[src/rtl/refsch_pkg.sv]
// Shared types and elaboration-time helpers for the refresh scheduler.
// Assumes all time parameters are given in picoseconds.
package refsch_pkg;

    typedef enum logic [2:0] {
        ST_IDLE,
        ST_PRE,
        ST_WAIT_RP,
        ST_REF,
        ST_WAIT_RFC
    } refsch_state_e;

    // Round a picosecond duration up to whole clock cycles.
    function automatic int unsigned cycles_ceil(input int unsigned dur_ps,
                                                input int unsigned period_ps);
        return (dur_ps + period_ps - 1) / period_ps;
    endfunction

endpackage

[src/rtl/refsch_interval.sv]
// Interval counter: emits a one-cycle tick each time a refresh falls due.
// The reload length is chosen at the tick from the temperature flag, so a
// flag change never disturbs the interval that is already running.
// Assumes 2 <= HOT_CYC <= NORM_CYC.
module refsch_interval #(
    parameter int unsigned NORM_CYC = 390,
    parameter int unsigned HOT_CYC  = 195
) (
    input  logic clk,
    input  logic rst_n,
    input  logic hot_i,
    output logic tick_o
);
    localparam int unsigned CW = $clog2(NORM_CYC);
    localparam logic [CW-1:0] NORM_LD = CW'(NORM_CYC - 1);
    localparam logic [CW-1:0] HOT_LD  = CW'(HOT_CYC - 1);

    logic [CW-1:0] cnt_q;

    assign tick_o = (cnt_q == '0);

    // Count down and reload at zero with the length for the current temperature.
    always_ff @(posedge clk) begin
        if (!rst_n) begin
            cnt_q <= NORM_LD;
        end else if (tick_o) begin
            cnt_q <= hot_i ? HOT_LD : NORM_LD;
        end else begin
            cnt_q <= cnt_q - 1'b1;
        end
    end

    assert_span_R2: assert property (@(posedge clk) disable iff (!rst_n)
        cnt_q <= NORM_LD);

    assert_tick_single_R3: assert property (@(posedge clk) disable iff (!rst_n)
        tick_o |=> !tick_o);

endmodule

[src/rtl/refsch_owed.sv]
// Owed-refresh counter: adds one per due tick and removes one per issued
// refresh. It saturates at MAX_OWED and reports pending and full.
module refsch_owed #(
    parameter int unsigned MAX_OWED = 8
) (
    input  logic clk,
    input  logic rst_n,
    input  logic inc_i,
    input  logic dec_i,
    output logic pending_o,
    output logic full_o
);
    localparam int unsigned OW = $clog2(MAX_OWED + 1);
    localparam logic [OW-1:0] FULL_VAL = OW'(MAX_OWED);

    logic [OW-1:0] owed_q;

    assign pending_o = (owed_q != '0);
    assign full_o    = (owed_q == FULL_VAL);

    // Saturating up/down count; simultaneous inc and dec cancel.
    always_ff @(posedge clk) begin
        if (!rst_n) begin
            owed_q <= '0;
        end else begin
            case ({inc_i, dec_i})
                2'b10:   if (owed_q != FULL_VAL) owed_q <= owed_q + 1'b1;
                2'b01:   if (owed_q != '0)       owed_q <= owed_q - 1'b1;
                default: owed_q <= owed_q;
            endcase
        end
    end

    assert_cap_R9: assert property (@(posedge clk) disable iff (!rst_n)
        owed_q <= FULL_VAL);

    assert_owed_before_ref_R8: assert property (@(posedge clk) disable iff (!rst_n)
        dec_i |-> pending_o);

endmodule

[src/rtl/refsch_seq.sv]
// Refresh sequencer: starts a sequence when a refresh is owed and the
// controller allows it (or the backlog is full). It precharges all banks
// when any are open, waits out tRP, issues the refresh, then blocks for tRFC.
// Assumes banks_open_i is sampled only at the start of a sequence.
module refsch_seq
    import refsch_pkg::*;
#(
    parameter int unsigned RP_CYC  = 1,
    parameter int unsigned RFC_CYC = 8
) (
    input  logic clk,
    input  logic rst_n,
    input  logic pending_i,
    input  logic full_i,
    input  logic ctrl_busy_i,
    input  logic banks_open_i,
    output logic pre_all_o,
    output logic ref_o,
    output logic block_o
);
    // Cycles spent in each wait state; the command cycle itself counts as one.
    localparam int unsigned N_RP   = (RP_CYC  > 2) ? RP_CYC  - 1 : 1;
    localparam int unsigned N_RFC  = (RFC_CYC > 2) ? RFC_CYC - 1 : 1;
    localparam int unsigned T_MAX  = (N_RP > N_RFC) ? N_RP : N_RFC;
    localparam int unsigned TW     = (T_MAX < 2) ? 1 : $clog2(T_MAX);
    localparam logic [TW-1:0] RP_LD  = TW'(N_RP - 1);
    localparam logic [TW-1:0] RFC_LD = TW'(N_RFC - 1);

    refsch_state_e state_q, state_d;
    logic [TW-1:0] tmr_q, tmr_d;

    assign pre_all_o = (state_q == ST_PRE);
    assign ref_o     = (state_q == ST_REF);
    assign block_o   = (state_q != ST_IDLE);

    // Next-state and wait-timer selection.
    always_comb begin
        state_d = state_q;
        tmr_d   = tmr_q;
        case (state_q)
            ST_IDLE: begin
                if (pending_i && (!ctrl_busy_i || full_i)) begin
                    state_d = banks_open_i ? ST_PRE : ST_REF;
                end
            end
            ST_PRE: begin
                state_d = ST_WAIT_RP;
                tmr_d   = RP_LD;
            end
            ST_WAIT_RP: begin
                if (tmr_q == '0) state_d = ST_REF;
                else             tmr_d   = tmr_q - 1'b1;
            end
            ST_REF: begin
                state_d = ST_WAIT_RFC;
                tmr_d   = RFC_LD;
            end
            ST_WAIT_RFC: begin
                if (tmr_q == '0) state_d = ST_IDLE;
                else             tmr_d   = tmr_q - 1'b1;
            end
            default: state_d = ST_IDLE;
        endcase
    end

    // State and timer registers.
    always_ff @(posedge clk) begin
        if (!rst_n) begin
            state_q <= ST_IDLE;
            tmr_q   <= '0;
        end else begin
            state_q <= state_d;
            tmr_q   <= tmr_d;
        end
    end

    // Checker counter: cycles elapsed since the latest refresh request.
    localparam int unsigned SW = $clog2(RFC_CYC + 1);
    logic [SW-1:0] since_ref_q;
    logic          seen_ref_q;
    always_ff @(posedge clk) begin
        if (!rst_n) begin
            since_ref_q <= '0;
            seen_ref_q  <= 1'b0;
        end else if (ref_o) begin
            since_ref_q <= SW'(1);
            seen_ref_q  <= 1'b1;
        end else if (since_ref_q < SW'(RFC_CYC)) begin
            since_ref_q <= since_ref_q + 1'b1;
        end
    end

    assert_rfc_hold_R7: assert property (@(posedge clk) disable iff (!rst_n)
        (seen_ref_q && since_ref_q < SW'(RFC_CYC)) |-> block_o);

    assert_exclusive_R10: assert property (@(posedge clk) disable iff (!rst_n)
        $onehot0({pre_all_o, ref_o}));

    assert_rp_gap_R5: assert property (@(posedge clk) disable iff (!rst_n)
        pre_all_o |=> !ref_o);

    assert_pre_needs_open_R6: assert property (@(posedge clk) disable iff (!rst_n)
        $rose(pre_all_o) |-> $past(banks_open_i));

    assert_busy_defers_R8: assert property (@(posedge clk) disable iff (!rst_n)
        (!block_o && ctrl_busy_i && !full_i) |=> !block_o);

    assert_forced_R9: assert property (@(posedge clk) disable iff (!rst_n)
        (!block_o && full_i) |=> block_o);

endmodule

[src/rtl/dram_refresh_sched.sv]
// Temperature-aware refresh scheduler top: derives every cycle threshold
// from the clock period and wires the interval counter, the owed-refresh
// counter and the sequencer together.
// Assumes CLK_PERIOD_PS divides the timings finely enough that the hot
// interval is at least two cycles.
module dram_refresh_sched
    import refsch_pkg::*;
#(
    parameter int unsigned CLK_PERIOD_PS = 20_000,
    parameter int unsigned TREFI_PS      = 7_800_000,
    parameter int unsigned TRFC_PS       = 160_000,
    parameter int unsigned TRP_PS        = 13_750,
    parameter int unsigned MAX_OWED      = 8
) (
    input  logic clk,
    input  logic rst_n,
    input  logic hot_i,
    input  logic banks_open_i,
    input  logic ctrl_busy_i,
    output logic pre_all_req_o,
    output logic ref_req_o,
    output logic cmd_block_o
);
    localparam int unsigned NORM_CYC = cycles_ceil(TREFI_PS, CLK_PERIOD_PS);
    localparam int unsigned HOT_CYC  = cycles_ceil(TREFI_PS / 2, CLK_PERIOD_PS);
    localparam int unsigned RFC_CYC  = cycles_ceil(TRFC_PS, CLK_PERIOD_PS);
    localparam int unsigned RP_CYC   = cycles_ceil(TRP_PS, CLK_PERIOD_PS);

    logic tick;
    logic pending;
    logic full;

    refsch_interval #(
        .NORM_CYC (NORM_CYC),
        .HOT_CYC  (HOT_CYC)
    ) u_interval (
        .clk    (clk),
        .rst_n  (rst_n),
        .hot_i  (hot_i),
        .tick_o (tick)
    );

    refsch_owed #(
        .MAX_OWED (MAX_OWED)
    ) u_owed (
        .clk       (clk),
        .rst_n     (rst_n),
        .inc_i     (tick),
        .dec_i     (ref_req_o),
        .pending_o (pending),
        .full_o    (full)
    );

    refsch_seq #(
        .RP_CYC  (RP_CYC),
        .RFC_CYC (RFC_CYC)
    ) u_seq (
        .clk          (clk),
        .rst_n        (rst_n),
        .pending_i    (pending),
        .full_i       (full),
        .ctrl_busy_i  (ctrl_busy_i),
        .banks_open_i (banks_open_i),
        .pre_all_o    (pre_all_req_o),
        .ref_o        (ref_req_o),
        .block_o      (cmd_block_o)
    );

endmodule

[config.mk]
export PLATFORM = sky130hd
export DESIGN_NAME = dram_refresh_sched
export DESIGN_NICKNAME = d
export VERILOG_FILES = /design/src/rtl/refsch_pkg.sv /design/src/rtl/refsch_interval.sv /design/src/rtl/refsch_owed.sv /design/src/rtl/refsch_seq.sv /design/src/rtl/dram_refresh_sched.sv
export SDC_FILE = /design/constraint.sdc
export NUM_CORES = 1
export LEC_CHECK = 0
export BUFFER_PORTS_ARGS = -buffer_cell sky130_fd_sc_hd__buf_2
export CORE_MARGIN = 3
export CORE_UTILIZATION = 40
export DETAILED_ROUTE_END_ITERATION = 10
export SYNTH_ARGS = -nofsm -noshare
export SYNTH_HDL_FRONTEND = slang
export SYNTH_SLANG_ARGS = --single-unit
[constraint.sdc]
create_clock -name clk -period 4.25 [get_ports clk]
set_input_delay 0.6375 -clock clk [delete_from_list [all_inputs] [get_ports clk]]
set_output_delay 0.6375 -clock clk [all_outputs]
set_load 0.02 [all_outputs]
==> results.json, run 1 <==
{
  "status": "complete, no violations",
  "yosysUniqueCellTypes": 39,
  "yosys_warnings": 0,
  "yosys.area_share.simple": 0.276,
  "syn_inst": 148,
  "dp_slack_ns": 1.53,
  "synth_top_family_by_area": "simple AND/OR/NAND/NOR gates",
  "placed_cells": 181,
  "slew-limit-headroom": 0.698,
  "synthArstFlopShare": 0,
  "cp_slowest_stage_delay_ns": 0.59,
  "slew_viol_final": 0,
  "route.detailed.drc": 0,
  "yosysMostFrequentCell": "dfxtp_1",
  "synthTopCellsByCount": "dfxtp_1, nand2_1, nor2_1, o21ai_0, inv_1",
  "start_util": 0.429,
  "min_from": "u_owed.owed_q[2]",
  "clockRootBuffer": "clkbuf_4",
  "critPathRequiredTime_ns": 4.45,
  "crit_path_cell_trace": "or4_4, nor4_4, inv_1, ha_1, xor2_1, ha_1, a21oi_1, xnor2_1, nand2_1, mux2i_1",
  "antenna_left": 0,
  "critPathMostFrequentCell": "ha_1",
  "hold_viol": 0,
  "rows": 19,
  "core_area_um2": 2830,
  "die_x_um": 61.1,
  "areaGrowthSynthToFinish_pct": 6.80,
  "synth_compound_area_frac": 0.188,
  "p_leak_nw": 0.543,
  "finalNonFillerCells": 185,
  "clock-sinks": 19,
  "chipHeight_um": 61.1,
  "r2r_cells": 10,
  "drtIter0Drc": 26,
  "whs_ns": 0.541,
  "crit_fanout": 8,
  "drv_cap": 0,
  "r2r-end": "u_owed.owed_q[2]",
  "syn_nets": 161,
  "reg2reg_from": "u_interval.cnt_q[2]",
  "grt_pass1_wl_um": 4180,
  "cts_hold_buf": 0,
  "drive_gt1_frac": 0.110,
  "rsz0062_at_grt": "false",
  "fin_crit_ns": 2.73,
  "holdPathStages": 2,
  "grt_pass1_vias": 1005,
  "worst_slew_pin_slew_ns": 0.452,
  "synth_mux_area_frac": 0.0433,
  "hold_path_class": "reg -> reg",
  "vias": 1037,
  "postSynthAreaPerCell_um2": 8.21,
  "grt_max_degree": 21,
  "crit_path_end_kind": "flop",
  "cts_tree": "done",
  "io_buffers": 7,
  "antenna_found_initial": 0,
  "power_density_nw_per_um2": 256,
  "fill_cells": 281,
  "h-tree-depth": 1,
  "synth_top_cell_by_area": "dfxtp_1",
  "arrival_ns": 2.93,
  "wirelength_um": 2340,
  "setup_viol": 0,
  "yosysSeqAreaShare": 0.313,
  "die_area_um2": 3730,
  "synthAdderAreaFrac": 0.0824,
  "peakVddDrop_uv": 153,
  "whs_endpoint": "u_owed.owed_q[2]",
  "syn_area_um2": 1210,
  "synth_area_leaders": "dfxtp_1, ha_1, o21ai_0",
  "dp_hpwl_um": 1770,
  "finalPower_w": 0.000333,
  "vias_per_cell": 5.61,
  "clk_pin_slew_worst_paths_ns": 0.11,
  "slowest_stage": "or4_4",
  "cts_resized": 0,
  "critical_path.startpoint_type": "flop",
  "ys_ff_latch": 19,
  "clock_path_buffers": 2,
  "wire_per_inst_um": 12.6,
  "cts_buffers": 3,
  "max_freq_ghz": 0.366,
  "synth_top_cell_area_share": 0.313,
  "drt_first_pass_iters": 4,
  "setup_slack_ns": 1.52,
  "period_share": 0.643,
  "ios": 8,
  "finalSetupTns_ns": 0,
  "synthXorXnorAreaFrac": 0.0505,
  "gp_congestion": 0.754,
  "clk_latency_ns": 0.30,
  "finClkSkew_ns": 0.00356,
  "worstSetupPathType": "reg -> reg",
  "cts_setup_buffers": 0,
  "grt_usage": 0.145,
  "synth_ff_type": "dfxtp_1",
  "ff2ff_setup_slack_ns": 1.52,
  "synth_edf_count": 0,
  "diodes": 0,
  "grt_remaining_overflow": 0,
  "fin_nets": 168
}
[where the power goes]
| part | switching (W) | internal (W) | total (W) |
|---|---|---|---|
| clock | 0.0000580 | 0.0000351 | 0.0000930 |
| combinational | 0.0000249 | 0.0000206 | 0.0000455 |
| sequential | 0.00000902 | 0.000185 | 0.000194 |
| total | 0.0000919 | 0.000241 | 0.000333 |
[cell usage in the layout, fill, tap and decap left out, types with 2 or more instances in the layout]
cell type,instances
dfxtp_1,19
nand2_1,13
nor2_1,11
o21ai_0,11
inv_1,10
nand2b_1,8
a21oi_1,8
ha_1,8
buf_2,7
xor2_1,5
nor3b_1,4
nor3_1,4
a21boi_0,4
a221oi_1,3
mux2i_1,3
clkbuf_4,3
nand3_1,2
nor2b_1,2
or3_1,2
xnor2_1,2
o21a_1,2
and3_1,2
mux2_2,2
a21o_1,2
[worst max-delay path by stage]
stage,start,to,slack (ns),cells after the start
3_3_place_gp,u_interval.cnt_q[2],u_owed.owed_q[2],1.64,10
5_1_grt,u_interval.cnt_q[2],u_owed.owed_q[2],1.30,10
4_1_cts,u_interval.cnt_q[2],u_owed.owed_q[2],1.52,10
2_1_floorplan,u_interval.cnt_q[2],u_owed.owed_q[2],1.75,10
6_report,u_interval.cnt_q[2],u_owed.owed_q[2],1.52,10
3_5_place_dp,u_interval.cnt_q[2],u_owed.owed_q[2],1.53,10
[stage by stage]
step	util	instance area [um^2]
2_1_floorplan	-	1210
3_3_place_gp	0.449	1270
3_5_place_dp	0.449	1270
4_1_cts	0.459	1300
5_1_grt	0.459	1300
6_report	0.459	1300
[worst max-delay path: cells and delay by family, from the launching register on]
kind                     cells  cell delay [ns]
buffers and inverters        1             0.13
flip-flops                   1             0.37
multiplexers                 1             0.13
XOR/XNOR                     2             0.30
AND/OR/NAND/NOR              3             1.10
adder cells (fa/ha/maj)      2             0.46
AO/OA/AOI/OAI                1             0.14
[sequential cells by signal, summed over array words and instances, names as in the netlist]
name              flops
u_interval.cnt_q      9
u_owed.owed_q         4
u_seq.state_q         3
u_seq.tmr_q           3
[cell type report]
class	count	area (um^2)	share of cell area
Multi-Input combinational cell	114	778	0.600
Sequential cell	19	380	0.293
Tap cell	31	38.8	0.0299
Inverter	10	37.5	0.0289
Timing Repair Buffer	7	35.0	0.0270
Clock buffer	3	22.5	0.0174
Clock inverter	1	5.00	0.00386
[logic make-up after synthesis]
family | Yosys count
simple gates | 58
compound gates | 36
buf+inv | 15
flops | 19
fa+ha+maj | 8
mux | 5
xor+xnor | 7
[routing by layer]
layer	up-vias	GRT usage	wire length [um]
met2	10	0.252	1120
met4	0	0.0279	12
met3	2	0.0377	71
met5	-	0	0
li1	528	-	-
met1	497	0.179	1130
No activity file was read; power rests on OpenSTA's default activity.
==> run 2: changes to the inputs <==
- clock period: 4.25 -> 2.6 ns (I/O delays scaled with it)
==> run 2 against run 1 <==
Against the previous run:
- critical endpoint unchanged
- cell count is 1.1% higher
- sequential power up 63%
- fmax increased by 15%
- wire length up 2.1%
- flip-flop and latch count unchanged
- cell area rose by 1.4%
- power rose by 66%
- worst hold slack got worse by 0.13 ns
- clock power grew 75%
- die area unchanged
==> results.json, run 2 (same netlist as run 1, synthesis figures left out) <==
{
  "whs_endpoint": "u_interval.cnt_q[0]",
  "worstSetupPathType": "reg -> reg",
  "antenna_left": 0,
  "slew-limit-headroom": 0.702,
  "min_from": "rst_n",
  "fin_nets": 170,
  "route.detailed.drc": 0,
  "stdcell_area_um2": 1320,
  "power_density_nw_per_um2": 420,
  "largest_reg_flops": 9,
  "rsz0062_at_grt": "false",
  "cts_buffers": 3,
  "fill_cells": 302,
  "sw_frac_of_total": 0.286,
  "r2r-end": "u_owed.owed_q[2]",
  "arrival_ns": 2.61,
  "max_freq_ghz": 0.420,
  "gp_congestion": 0.804,
  "power_frac_seq": 0.574,
  "p_int_w": 0.000394,
  "cts_tree": "done",
  "core_area_um2": 2830,
  "critPathRequiredTime_ns": 2.82,
  "reg.largest.list": "u_interval.cnt_q x9, u_owed.owed_q x4",
  "antenna_found_initial": 0,
  "power_switching_w": 0.000158,
  "top_register": "u_interval.cnt_q",
  "cts_setup_buffers": 0,
  "io_buffers": 7,
  "holdPathStages": 2,
  "setup_viol": 0,
  "vias_per_cell": 5.62,
  "crit_path_end_kind": "flop",
  "diodes": 0,
  "critical_path.startpoint_type": "flop",
  "start_util": 0.429,
  "peakVddDrop_uv": 202,
  "clockRootBuffer": "clkbuf_4",
  "hold_path_class": "in -> reg",
  "ios": 8,
  "worst_slew_pin_slew_ns": 0.445,
  "chipHeight_um": 61.1,
  "final_cell_mix": "dfxtp_1, nand2_1, nor2_1, o21ai_0, inv_1",
  "regArea_um2": 382,
  "ff2ff_setup_slack_ns": 0.22,
  "dp_hpwl_um": 1760,
  "clk_latency_ns": 0.32,
  "p_leak_nw": 0.552,
  "grt_max_degree": 21,
  "reg2reg_from": "u_interval.cnt_q[2]",
  "period_share": 0.916,
  "hold_viol": 0,
  "clk_pin_slew_worst_paths_ns": 0.12,
  "grt_pass1_wl_um": 4490,
  "wire_per_inst_um": 12.8,
  "clock_path_buffers": 2,
  "wirelength_um": 2390,
  "drv_cap": 0,
  "dpl-instance-area_um2": 1280,
  "finalSetupTns_ns": 0,
  "crit_fanout": 6,
  "layout.cells.most_common": "dfxtp_1",
  "grt_usage": 0.162,
  "final_util": 0.465,
  "fin_crit_ns": 2.38,
  "drtIter0Drc": 27,
  "drt_first_pass_iters": 4,
  "vias": 1051,
  "h-tree-depth": 1,
  "clock-sinks": 19,
  "drive_gt1_frac": 0.135,
  "r2r_cells": 10,
  "combPwrFrac": 0.132,
  "rows": 19,
  "die_area_um2": 3730,
  "die_x_um": 61.1,
  "finClkSkew_ns": 0.00805,
  "grt_remaining_overflow": 0,
  "status": "complete, no violations",
  "grt_pass1_vias": 1072,
  "areaGrowthSynthToFinish_pct": 8.34,
  "slew_viol_final": 0,
  "multi_input_area_um2": 781,
  "p_clk_frac": 0.295
}
[run 2: critical path, stage by stage (launching register included)]
cell     delay, ns
dfxtp_2       0.36
or4_4         0.57
nor4_4        0.23
inv_1         0.09
ha_2          0.22
xor2_1        0.15
ha_1          0.18
a21oi_1       0.14
xnor2_1       0.13
nand2_1       0.08
mux2i_1       0.13
[run 2: per-stage QoR]
step / setup slack, ns / hold WS (ns) / instances / power [W]
global route: 0.00123 / 0.431 / 187 / 0.000585
detailed placement: 0.164 / 0.515 / 183 / 0.000396
finish: 0.217 / 0.415 / 187 / 0.000553
floorplan: 0.101 / 0.475 / 148 / 0.000380
global placement: 0.181 / 0.503 / 183 / 0.000393
CTS: 0.130 / 0.416 / 187 / 0.000560
[run 2: power by group through the flow]
stage,logic [W],clock network [W],registers (W)
4_1_cts,0.0000738,0.000170,0.000317
3_5_place_dp,0.0000733,0,0.000323
2_1_floorplan,0.0000596,0,0.000320
6_report,0.0000729,0.000163,0.000317
3_3_place_gp,0.0000703,0,0.000323
5_1_grt,0.0000869,0.000178,0.000319
[run 2: routing by layer]
metal	global-route usage	up-vias	wire, um
li1	-	534	-
met3	0.0377	5	70
met5	0	-	0
met4	0.102	0	69
met2	0.257	13	1070
met1	0.196	499	1180
[run 2: final cells by class]
cell class,count,area share
Multi-Input combinational cell,114,0.593
Sequential cell,19,0.290
Timing Repair Buffer,9,0.0380
Tap cell,31,0.0295
Inverter,10,0.0285
Clock buffer,3,0.0171
Clock inverter,1,0.00380
[run 2: worst max-delay path by stage]
stage,startpoint,end,cells past startpoint
after global routing,u_interval.cnt_q[2],u_owed.owed_q[2],10
after CTS,u_interval.cnt_q[2],u_owed.owed_q[2],10
after floorplan,u_interval.cnt_q[2],u_owed.owed_q[2],10
after detailed placement,u_interval.cnt_q[2],u_owed.owed_q[2],10
after global placement,u_interval.cnt_q[2],u_owed.owed_q[2],10
final,u_interval.cnt_q[2],u_owed.owed_q[2],10
[run 2: what timing repair did]
| action | 4_1_cts | 5_1_grt |
|---|---|---|
| setup endpoints to repair | 0 | 2 |
| hold buffers | 0 | 0 |
| gates resized for setup | 0 | 2 |
